File: src/rtl/msi_frame_pkg.sv
package msi_frame_pkg;
  typedef enum logic [1:0] {
    MAP_ABS      = 2'b00,
    MAP_REL_BASE = 2'b01,
    MAP_REL_32   = 2'b10,
    MAP_ABS_ALT  = 2'b11
  } map_mode_e;

  localparam int unsigned WORD_W   = 10;
  localparam logic [WORD_W-1:0] W_TYPE  = 10'h002; // byte 0x008
  localparam logic [WORD_W-1:0] W_BELL  = 10'h010; // byte 0x040
  localparam logic [WORD_W-1:0] W_IDENT = 10'h3F3; // byte 0xFCC

  localparam int unsigned SPI_FLOOR = 32;
  localparam int unsigned SPI_CEIL  = 1019;
  localparam int unsigned REL_FIXED = 32;
endpackage

File: src/rtl/msi_reg_decode.sv
module msi_reg_decode
  import msi_frame_pkg::*;
#(
  parameter int unsigned BASE_SPI = 64,
  parameter int unsigned NUM_SPI  = 32,
  parameter logic [31:0] IDENT    = 32'h0001_0A5B
) (
  input  logic              clk_i,
  input  logic              rst_ni,
  input  logic              req_i,
  input  logic              we_i,
  input  logic [WORD_W-1:0] word_i,
  output logic              bell_o,
  output logic [31:0]       rdata_o
);
  localparam logic [31:0] TYPE_VAL =
    {6'd0, BASE_SPI[9:0], 6'd0, NUM_SPI[9:0]};

  logic        rd_en;
  logic [31:0] rd_mux;

  assign bell_o = req_i && we_i && (word_i == W_BELL);
  assign rd_en  = req_i && !we_i;

  always_comb begin
    unique case (word_i)
      W_TYPE:  rd_mux = TYPE_VAL;
      W_IDENT: rd_mux = IDENT;
      default: rd_mux = '0;
    endcase
  end

  always_ff @(posedge clk_i or negedge rst_ni) begin
    if (!rst_ni)    rdata_o <= '0;
    else if (rd_en) rdata_o <= rd_mux;
  end

  a_r8_unmapped_reads_zero: assert property (@(posedge clk_i) disable iff (!rst_ni)
    (rd_en && word_i != W_TYPE && word_i != W_IDENT) |=> (rdata_o == '0));

  a_r2_rdata_holds: assert property (@(posedge clk_i) disable iff (!rst_ni)
    !rd_en |=> $stable(rdata_o));
endmodule

File: src/rtl/msi_spi_map.sv
module msi_spi_map
  import msi_frame_pkg::*;
#(
  parameter int unsigned BASE_SPI = 64,
  parameter int unsigned NUM_SPI  = 32,
  parameter int unsigned IDX_W    = 5
) (
  input  logic [1:0]       mode_i,
  input  logic [31:0]      data_i,
  output logic             hit_o,
  output logic [IDX_W-1:0] idx_o
);
  localparam logic [32:0] LO  = 33'(BASE_SPI);
  localparam logic [32:0] HI  = 33'(BASE_SPI + NUM_SPI);
  localparam logic [32:0] REL = 33'(REL_FIXED);

  logic [32:0] spi_abs;
  logic [32:0] spi_rel;

  // 33-bit sum so large doorbell values cannot wrap into range
  always_comb begin
    unique case (map_mode_e'(mode_i))
      MAP_REL_BASE: spi_abs = {1'b0, data_i} + LO;
      MAP_REL_32:   spi_abs = {1'b0, data_i} + REL;
      default:      spi_abs = {1'b0, data_i};
    endcase
  end

  assign spi_rel = spi_abs - LO;
  assign hit_o   = (spi_abs >= LO) && (spi_abs < HI);
  assign idx_o   = spi_rel[IDX_W-1:0];
endmodule

File: src/rtl/msi_pulse_gen.sv
module msi_pulse_gen #(
  parameter int unsigned NUM_SPI = 32,
  parameter int unsigned IDX_W   = 5
) (
  input  logic               clk_i,
  input  logic               rst_ni,
  input  logic               fire_i,
  input  logic               drop_i,
  input  logic [IDX_W-1:0]   idx_i,
  output logic [NUM_SPI-1:0] spi_o,
  output logic               err_o
);
  for (genvar g = 0; g < NUM_SPI; g++) begin : g_line
    logic sel;
    assign sel = fire_i && (idx_i == IDX_W'(g));
    always_ff @(posedge clk_i or negedge rst_ni) begin
      if (!rst_ni) spi_o[g] <= 1'b0;
      else         spi_o[g] <= sel;
    end
  end

  always_ff @(posedge clk_i or negedge rst_ni) begin
    if (!rst_ni)     err_o <= 1'b0;
    else if (drop_i) err_o <= 1'b1;
  end

  a_r4_single_line: assert property (@(posedge clk_i) disable iff (!rst_ni)
    $onehot0(spi_o));

  a_r7_err_sticky: assert property (@(posedge clk_i) disable iff (!rst_ni)
    err_o |=> err_o);

  a_r7_drop_no_pulse: assert property (@(posedge clk_i) disable iff (!rst_ni)
    (drop_i && !fire_i) |=> (spi_o == '0) && err_o);
endmodule

File: src/rtl/msi_spi_frame.sv
module msi_spi_frame
  import msi_frame_pkg::*;
#(
  parameter int unsigned BASE_SPI = 64,
  parameter int unsigned NUM_SPI  = 32,
  parameter logic [31:0] IDENT    = 32'h0001_0A5B
) (
  input  logic               clk_i,
  input  logic               rst_ni,
  input  logic [1:0]         map_mode_i,
  input  logic               req_i,
  input  logic               we_i,
  input  logic [11:0]        addr_i,
  input  logic [31:0]        wdata_i,
  output logic [31:0]        rdata_o,
  output logic [NUM_SPI-1:0] spi_o,
  output logic               drop_err_o
);
  localparam int unsigned IDX_W = (NUM_SPI > 1) ? $clog2(NUM_SPI) : 1;
  localparam bit CFG_OK = (BASE_SPI >= SPI_FLOOR) && (NUM_SPI != 0) &&
                          (BASE_SPI + NUM_SPI <= SPI_CEIL);

  if (!CFG_OK) begin : g_bad_cfg
    $error("msi_spi_frame: SPI range parameters out of bounds");
  end

  logic [WORD_W-1:0] word;
  logic              bell;
  logic              hit;
  logic [IDX_W-1:0]  idx;

  assign word = addr_i[11:2];

  msi_reg_decode #(
    .BASE_SPI(BASE_SPI), .NUM_SPI(NUM_SPI), .IDENT(IDENT)
  ) u_dec (
    .clk_i, .rst_ni, .req_i, .we_i,
    .word_i (word),
    .bell_o (bell),
    .rdata_o
  );

  msi_spi_map #(
    .BASE_SPI(BASE_SPI), .NUM_SPI(NUM_SPI), .IDX_W(IDX_W)
  ) u_map (
    .mode_i (map_mode_i),
    .data_i (wdata_i),
    .hit_o  (hit),
    .idx_o  (idx)
  );

  msi_pulse_gen #(
    .NUM_SPI(NUM_SPI), .IDX_W(IDX_W)
  ) u_pulse (
    .clk_i, .rst_ni,
    .fire_i (bell && hit),
    .drop_i (bell && !hit),
    .idx_i  (idx),
    .spi_o,
    .err_o  (drop_err_o)
  );

  a_r4_pulse_from_bell: assert property (@(posedge clk_i) disable iff (!rst_ni)
    (spi_o != '0) |-> $past(req_i && we_i && addr_i[11:2] == W_BELL));

  a_r8_other_write_quiet: assert property (@(posedge clk_i) disable iff (!rst_ni)
    (req_i && we_i && addr_i[11:2] != W_BELL) |=> (spi_o == '0) && ($past(drop_err_o) == drop_err_o));

  a_r1_reset_quiet: assert property (@(posedge clk_i)
    !rst_ni |-> (spi_o == '0) && !drop_err_o && (rdata_o == '0));
endmodule

File: config.mk
export PLATFORM = sky130hd
export DESIGN_NAME = msi_spi_frame
export DESIGN_NICKNAME = d
export VERILOG_FILES = /design/src/rtl/msi_frame_pkg.sv /design/src/rtl/msi_reg_decode.sv /design/src/rtl/msi_spi_map.sv /design/src/rtl/msi_pulse_gen.sv /design/src/rtl/msi_spi_frame.sv
export SDC_FILE = /design/constraint.sdc
export NUM_CORES = 1
export LEC_CHECK = 0
export ABC_AREA = 1
export BUFFER_PORTS_ARGS = -buffer_cell sky130_fd_sc_hd__buf_4
export CAP_MARGIN = 20
export CELL_PAD_IN_SITES_DETAIL_PLACEMENT = 0
export CELL_PAD_IN_SITES_GLOBAL_PLACEMENT = 2
export CORE_ASPECT_RATIO = 0.75
export CORE_MARGIN = 10
export CORE_UTILIZATION = 26
export DETAILED_ROUTE_END_ITERATION = 8
export PLACE_DENSITY = 0.79
export RECOVER_POWER = 100
export SLEW_MARGIN = 20
export SYNTH_ARGS = -nofsm -noshare
export SYNTH_HDL_FRONTEND = slang
export SYNTH_SLANG_ARGS = --single-unit
export TNS_END_PERCENT = 100
File: constraint.sdc
create_clock -name clk_i -period 0.9 [get_ports clk_i]
set_input_delay 0.045 -clock clk_i [delete_from_list [all_inputs] [get_ports clk_i]]
set_output_delay 0.045 -clock clk_i [all_outputs]
set_load 0.01 [all_outputs]
======== Word level (Yosys, flattened, before mapping) ========
Index checks and enable logic that the tools add are counted.
storage, ports and cells
  register bits ........................... 65
  latch bits .............................. 0
  bits in writable memories ............... 0
  ROM bits ................................ 0
  input bits .............................. 50
  word-level logic and storage cells ...... 118
  memories ................................ 0
cells by class
  add/sub/neg operators ................... 3
  $mul .................................... 0
  div/mod/pow operators ................... 0
  magnitude comparators ................... 2
  equality and inequality tests ........... 36
  shift-type cells ........................ 0
  mux-type cells .......................... 2
  bitwise operators ....................... 0
  reductions and logical operators ........ 41
operators by type and width
  operator               count
  $eq 5x5->1 const B     16
  $pmux 33 s2            1
  $pmux 23 s2            1
  $eq 5x4->1 const B     8
  $logic_and 1x1->1      38
  $add 32x6->33 const B  1
  $add 32x7->33 const B  1
  $ge 33x7->1 const B    1
  $lt 33x7->1 const B    1
  $eq 5x3->1 const B     4
  $eq 10x10->1 const B   1
  $eq 10x2->1 const B    1
  $eq 10x5->1 const B    1
  $eq 5x2->1 const B     2
  $eq 5x1->1 const B     1
  $logic_not 5->1        1
  $sub 5x1->5 const B    1
  $eq 2x1->1 const B     1
  $eq 2x2->1 const B     1
  $logic_not 1->1        2

======== Depth between registers and ports, before layout ========
  depth after elaboration ................. 6
  depth in mapped cells ................... 18
  depth with buffers taken out ............ 17

======== Hierarchy ========
From an unflattened synthesis, not the netlist that was laid out.
unflattened totals
  cells, all modules ...................... 538
  area total of the unflattened synthesis .. 3233.1 um^2
modules (own cells, without submodules)
  module          times used  cells each  area an instance (um^2)  sequential area each (um^2)
  msi_spi_map     1           361         1667.8                   0.0
  msi_pulse_gen   1           101         1098.6                   825.8
  msi_reg_decode  1           72          449.2                    50.0
  msi_spi_frame   1           4           17.5                     0.0

======== Least setup slack after synthesis ========
OpenSTA, ideal clock, no wires.
  path kind ............................... input to register
  from .................................... input port map_mode_i[0]
  to ...................................... register u_pulse.spi_o[0]
  library setup time ...................... 0.069 ns
  arrival ................................. 1.788 ns
  data required time ...................... 0.831 ns
  path slack .............................. -0.957 ns
  stages on the path ...................... 16
  path buffers ............................ 3
  path through ............................ inv_1 -> ha_1 -> inv_1 -> buf_2 -> buf_2 -> nand3_1 -> nand2_1 -> nand2_1 -> nor2_1 -> nand3_1 -> nor2_1 -> nand2_1 -> nor2_2 -> nand3_2 -> buf_6 -> nor2_2
between the ends
  cells in the longest elaborated chain, start to end .. 6
  elaborated cells between the ends (all ways) .. 10
  classes of those cells .................. 1 x add/sub; 2 x order compare; 2 x eq/ne; 1 x mux; 4 x reduce/logical
ends and longest elaborated chain
  element                                     line                 RTL
  start, declared                             msi_spi_frame.sv:10  input logic [1:0] map_mode_i,
  $eq 2x2->1 or $eq 2x1->1 (tied branches)    msi_spi_map.sv:22    unique case (map_mode_e'(mode_i))
  $pmux 33 s2 (*)                             msi_spi_map.sv:22
  $ge 33x7->1 or $lt 33x7->1 (tied branches)  msi_spi_map.sv:30    assign hit_o = (spi_abs >= LO) && (spi_abs < HI);
  $logic_and 1x1->1                           msi_spi_map.sv:30
  $logic_and 1x1->1                           msi_spi_frame.sv:56  .fire_i (bell && hit),
  $logic_and 1x1->1 (*)                       msi_pulse_gen.sv:15  assign sel = fire_i && (idx_i == IDX_W'(g));
  named net u_pulse.g_line[0].sel             msi_pulse_gen.sv:14  logic sel;
  end signal, assigned by index               msi_pulse_gen.sv:18  else spi_o[g] <= sel;
  end, declared                               msi_pulse_gen.sv:10  output logic [NUM_SPI-1:0] spi_o,
Mark *: on every way through the listed nets, which the timed path passes. The rest lies on a longest branch.
A chain may end at the register's enable or synchronous reset.

======== Worst setup path after layout ========
  from .................................... input port wdata_i[6]
  to ...................................... register u_pulse.spi_o[13]
between the ends
  cells in the longest elaborated chain, start to end .. 6
  elaborated cells between the ends (all ways) .. 8
  classes of those cells .................. 2 x add/sub; 2 x order compare; 1 x mux; 3 x reduce/logical
ends and longest elaborated chain
  element                                         line                                  RTL
  start, declared                                 msi_spi_frame.sv:14                   input logic [31:0] wdata_i,
  $add 32x6->33 or $add 32x7->33 (tied branches)  msi_spi_map.sv:24, msi_spi_map.sv:23
  $pmux 33 s2 (*)                                 msi_spi_map.sv:22
  $ge 33x7->1 or $lt 33x7->1 (tied branches)      msi_spi_map.sv:30
  $logic_and 1x1->1 (*)                           msi_spi_map.sv:30
  $logic_and 1x1->1 (*)                           msi_spi_frame.sv:56
  $logic_and 1x1->1 (*)                           msi_pulse_gen.sv:15
  named net u_pulse.g_line[13].sel                msi_pulse_gen.sv:14
Marks and branches as above.

==> results_tabular.tex <==
\begin{tabular}{lr}
\hline
Metric & Value \\
\hline
\multicolumn{2}{l}{\textbf{Status}} \\
Status & complete, but fails checks \\
Violated checks & setup timing \\
\multicolumn{2}{l}{\textbf{Timing}} \\
Clock Skews & 0 ns \\
Period utilization & 1.95 \\
Fin. Hold Viols & 0 \\
Setup-violating endpoint count in the final report & 41 \\
Max Freq & between 500 and 600 MHz \\
Crit path time final & approximately 1.8 ns \\
Final max-slew violation count & 0 \\
Final Worst Setup Slack & -0.859 ns \\
RSZ-0062 raised after global routing & true \\
Hold\_ws & roughly 0.06 ns \\
\multicolumn{2}{l}{\textbf{Power}} \\
Worst IR drop on VDD & about 0.00094 V \\
Proportion of power drawn by combinational gates & 0.353 \\
Internal power summed over all cells & around 3.4 mW \\
Switching portion of total power & 0.317 \\
Design Power & 4.91 mW \\
Clock network fraction of total power & 0.326 \\
Leakage power & approximately 2.9 nW \\
Total power divided by cell area & about 840 nW/um2 \\
Part of the total power dissipated in sequential elements & 0.321 \\
Net switching component of the power & between 1.5 and 2 mW \\
\multicolumn{2}{l}{\textbf{GRT}} \\
Initial antenna violation count & 0 \\
Total gr overflow & 0 \\
Via count of the first global-routing pass & roughly 4,300 \\
Largest net degree at the start of global routing & 36 \\
All-layer global routing usage & 0.141 \\
First-pass GRT wire length & 22.1 mm \\
\multicolumn{2}{l}{\textbf{Worst setup path}} \\
Maximum net fanout on the critical path & 16 \\
Arrival time of the worst setup path & between 1.5 and 2 ns \\
Setup crit end kind & flip-flop \\
Startpoint type of the worst setup path & input pin \\
Required time of the critical path & roughly 1.1 ns \\
Crit path kind & in2reg \\
Crit path top cell by count & sky130\_fd\_sc\_hd\_\_nand2\_1 \\
CP max-delay cell & sky130\_fd\_sc\_hd\_\_clkbuf\_16 \\
Worst path cell trace & buf\_12, ha\_4, inv\_2, nor2\_4, buf\_6, nand3\_2, nor2\_2, nand2\_1, nand3\_2, nand2\_1, nor2\_1, nand2\_1, nand2\_2, nand2\_1, nor2\_2, nand3\_4, clkbuf\_16, nor2\_2 \\
Max stage delay on crit path & $\sim$0.22 ns \\
Beginning of the worst register-to-register path & u\_dec.rdata\_o[16] \\
Start point of the critical path & wdata\_i[6] \\
\multicolumn{2}{l}{\textbf{Floorplan}} \\
Core Rows & 36 \\
Die boundary width & 155 um \\
Placeable core region & 13,200 um2 \\
Area enclosed by the die boundary & 18,800 um2 \\
I/O pins & 115 \\
Initial cell density of the core & 0.270 \\
Die extent in y & about 120 um \\
\multicolumn{2}{l}{\textbf{Cells and area}} \\
Signed area change from the synthesized netlist to the final layout & 63.4\% \\
Total number of nets in the final design & 857 \\
Diode count & 0 \\
Ratio of cells with drive above 1 in the final layout & 0.417 \\
\multicolumn{2}{l}{\textbf{Placed design}} \\
Count of port buffers added during placement & 90 \\
Placer Congestion & approximately 0.95 \\
Dpl hpwl & 11.4 mm \\
Worst-case setup slack after placement & -1.25 ns \\
\multicolumn{2}{l}{\textbf{CTS}} \\
Root buf cell & sky130\_fd\_sc\_hd\_\_clkbuf\_16 \\
Clk Latency, worst-skew pair & around 0.27 ns \\
Number of buffers created by CTS & 5 \\
TritonCTS sink count & 35 \\
Deepest level of the CTS H-tree & 2 \\
Clock tree from TritonCTS & built \\
Max clock buf depth & 2 \\
Post-CTS clock slew at the launch and capture registers of the worst setup and hold paths & around 0.050 ns \\
\multicolumn{2}{l}{\textbf{Detailed routing}} \\
Detailed-route wire length & 14.4 mm \\
M1 wire length & between 7 and 8 mm \\
WL met2 & 6.11 mm \\
Met3 WL post-DR & around 1.1 mm \\
Vias post-DR & 4,435 \\
First-pass DRT Iterations & 5 \\
Via/cell ratio & 4.55 \\
Iteration-0 DRC count of the detailed router & 250 \\
Routed len/inst & about 15 um \\
Uppermost layer routed & met4 \\
Post-detailed-route DRC marker count & 0 \\
Number of nets with antenna violations after detailed routing & 0 \\
\multicolumn{2}{l}{\textbf{Min path}} \\
Hold wc startpoint & addr\_i[8] \\
Worst Hold Class & in2reg \\
\multicolumn{2}{l}{\textbf{Logic synthesis}} \\
Number of register bits inferred by synthesis & 35 \\
Count of distinct cell types in the synthesized netlist & 30 \\
Synth warnings & 0 \\
Part of the Yosys area used for sequential elements & 0.246 \\
Average footprint of a synthesized cell & 5.97 um2 \\
Combined area of all synthesized cells & between 3000 and 4000 um2 \\
Synth Instances & about 600 \\
\multicolumn{2}{l}{\textbf{Job}} \\
Max\_cap viols & 0 \\
\hline
\end{tabular}
-- path summary, 6_finish.rpt --
path | to | slack, ns | cells past startpoint
setup / recovery | u_pulse.spi_o[13] | -0.86 | 18
hold / removal | u_dec.rdata_o[16] | 0.06 | 3
setup reg to reg | u_dec.rdata_o[16] | 0.01 | 4
hold reg to reg | u_pulse.err_o | 0.45 | 2
max in group asynchronous | u_dec.rdata_o[16] | 0.26 | 2
min in group asynchronous | u_pulse.spi_o[21] | 0.29 | 2
-- layout by cell type (no fill, tap or decap), drive strengths merged --
| cell type | count |
|---|---|
| nor3 | 7 |
| o41ai | 1 |
| nand3 | 104 |
| inv | 63 |
| clkbuf | 42 |
| o31ai | 1 |
| or2 | 1 |
| clkinv | 3 |
| o21bai | 2 |
| nor2 | 113 |
| nand2 | 180 |
| a31oi | 1 |
| dfrtp | 35 |
| o21ai | 20 |
| nand4 | 8 |
| dlygate4sd3 | 1 |
| ha | 5 |
| o21a | 1 |
| conb | 22 |
| a21oi | 7 |
| buf | 184 |
| o22ai | 1 |
| a21boi | 1 |
-- stage by stage --
stage	cells	setup TNS (ns)	utilization	area [um2]
4_1_cts	966	-24.02	0.426	5620
3_5_place_dp	946	-40.45	0.388	5120
6_report	974	-27.96	0.442	5830
2_1_floorplan	618	-23.97	-	3700
3_3_place_gp	946	-38.06	0.388	5120
5_1_grt	974	-33.06	0.442	5830
-- flip-flops by register name, summed over array words and instances (netlist names) --
register	flops
u_dec.rdata_o	2
u_pulse.spi_o	32
u_pulse.err_o	1
-- power by group through the flow --
| stage | combinational, mW | clock, mW | sequential (mW) |
|---|---|---|---|
| 3_5_place_dp | 1.49 | 0 | 1.60 |
| 6_report | 1.74 | 1.60 | 1.58 |
| 5_1_grt | 1.90 | 1.70 | 1.57 |
| 2_1_floorplan | 0.727 | 0 | 1.60 |
| 3_3_place_gp | 1.49 | 0 | 1.60 |
| 4_1_cts | 1.61 | 1.62 | 1.58 |
-- Yosys cell counts --
master | number | area, um2
sky130_fd_sc_hd__inv_2 | 2 | 7.51
sky130_fd_sc_hd__o22ai_1 | 1 | 6.26
sky130_fd_sc_hd__buf_4 | 31 | 233
sky130_fd_sc_hd__ha_1 | 5 | 62.6
sky130_fd_sc_hd__nand3_2 | 1 | 10.0
sky130_fd_sc_hd__buf_1 | 3 | 11.3
sky130_fd_sc_hd__nand3_1 | 103 | 515
sky130_fd_sc_hd__nand2_2 | 7 | 43.8
sky130_fd_sc_hd__nand4_1 | 8 | 50.1
sky130_fd_sc_hd__nand2_1 | 173 | 649
sky130_fd_sc_hd__dfrtp_1 | 35 | 876
sky130_fd_sc_hd__a31oi_1 | 1 | 6.26
sky130_fd_sc_hd__clkbuf_1 | 5 | 18.8
sky130_fd_sc_hd__nor3_1 | 7 | 35.0
sky130_fd_sc_hd__o21a_1 | 1 | 7.51
sky130_fd_sc_hd__a21boi_0 | 1 | 7.51
sky130_fd_sc_hd__buf_2 | 3 | 15.0
sky130_fd_sc_hd__buf_6 | 3 | 33.8
sky130_fd_sc_hd__inv_1 | 61 | 229
sky130_fd_sc_hd__conb_1 | 1 | 3.75
sky130_fd_sc_hd__nor2_4 | 6 | 67.6
sky130_fd_sc_hd__o31ai_1 | 1 | 7.51
sky130_fd_sc_hd__o41ai_1 | 1 | 8.76
sky130_fd_sc_hd__o21ai_1 | 2 | 10.0
sky130_fd_sc_hd__nor2_2 | 41 | 257
sky130_fd_sc_hd__o21ai_0 | 18 | 90.1
sky130_fd_sc_hd__a21oi_1 | 7 | 35.0
sky130_fd_sc_hd__nor2_1 | 66 | 248
sky130_fd_sc_hd__or2_2 | 1 | 6.26
sky130_fd_sc_hd__o21bai_1 | 2 | 15.0
-- logic make-up (layout without fill, tap and decap cells) --
family,Yosys count,count (layout),synth area share
buffers and inverters,108,293,0.154
AND/OR/NAND/NOR,413,413,0.528
other,1,22,0.00105
flip-flops,35,35,0.246
adder cells (fa/ha/maj),5,5,0.0175
AO/OA/AOI/OAI,35,35,0.0544
-- critical path, delay by kind of cell --
family        cells  cell delay (ns)
fa+ha+maj         1             0.17
buf+inv           4             0.49
simple gates     13             1.25
-- per-layer routing --
metal,global-route usage,vias to the layer above
met4,0.0187,0
met2,0.208,154
met3,0.0386,9
met5,0,-
met1,0.203,2014
li1,-,2258
-- area by class of cell --
type	instances	area [um2]
timing repair buffer	222	1720
tap	171	214
inverter	63	259
fill	1386	7370
sequential	35	877
clock buffer	5	125
clock inverter	3	15.0
multi-input combinational	475	2620
-- timing repair --
action | 4_1_cts | 5_1_grt
setup endpoints to repair | 41 | 42
pin swaps | 17 | 12
buffers inserted | 12 | 6
resized for setup | 78 | 53
hold buffers | 1 | 0
hold endpoints to repair | 35 | 0
gates cloned | 0 | 2
Note: power is estimated with default switching activity, not from simulation.
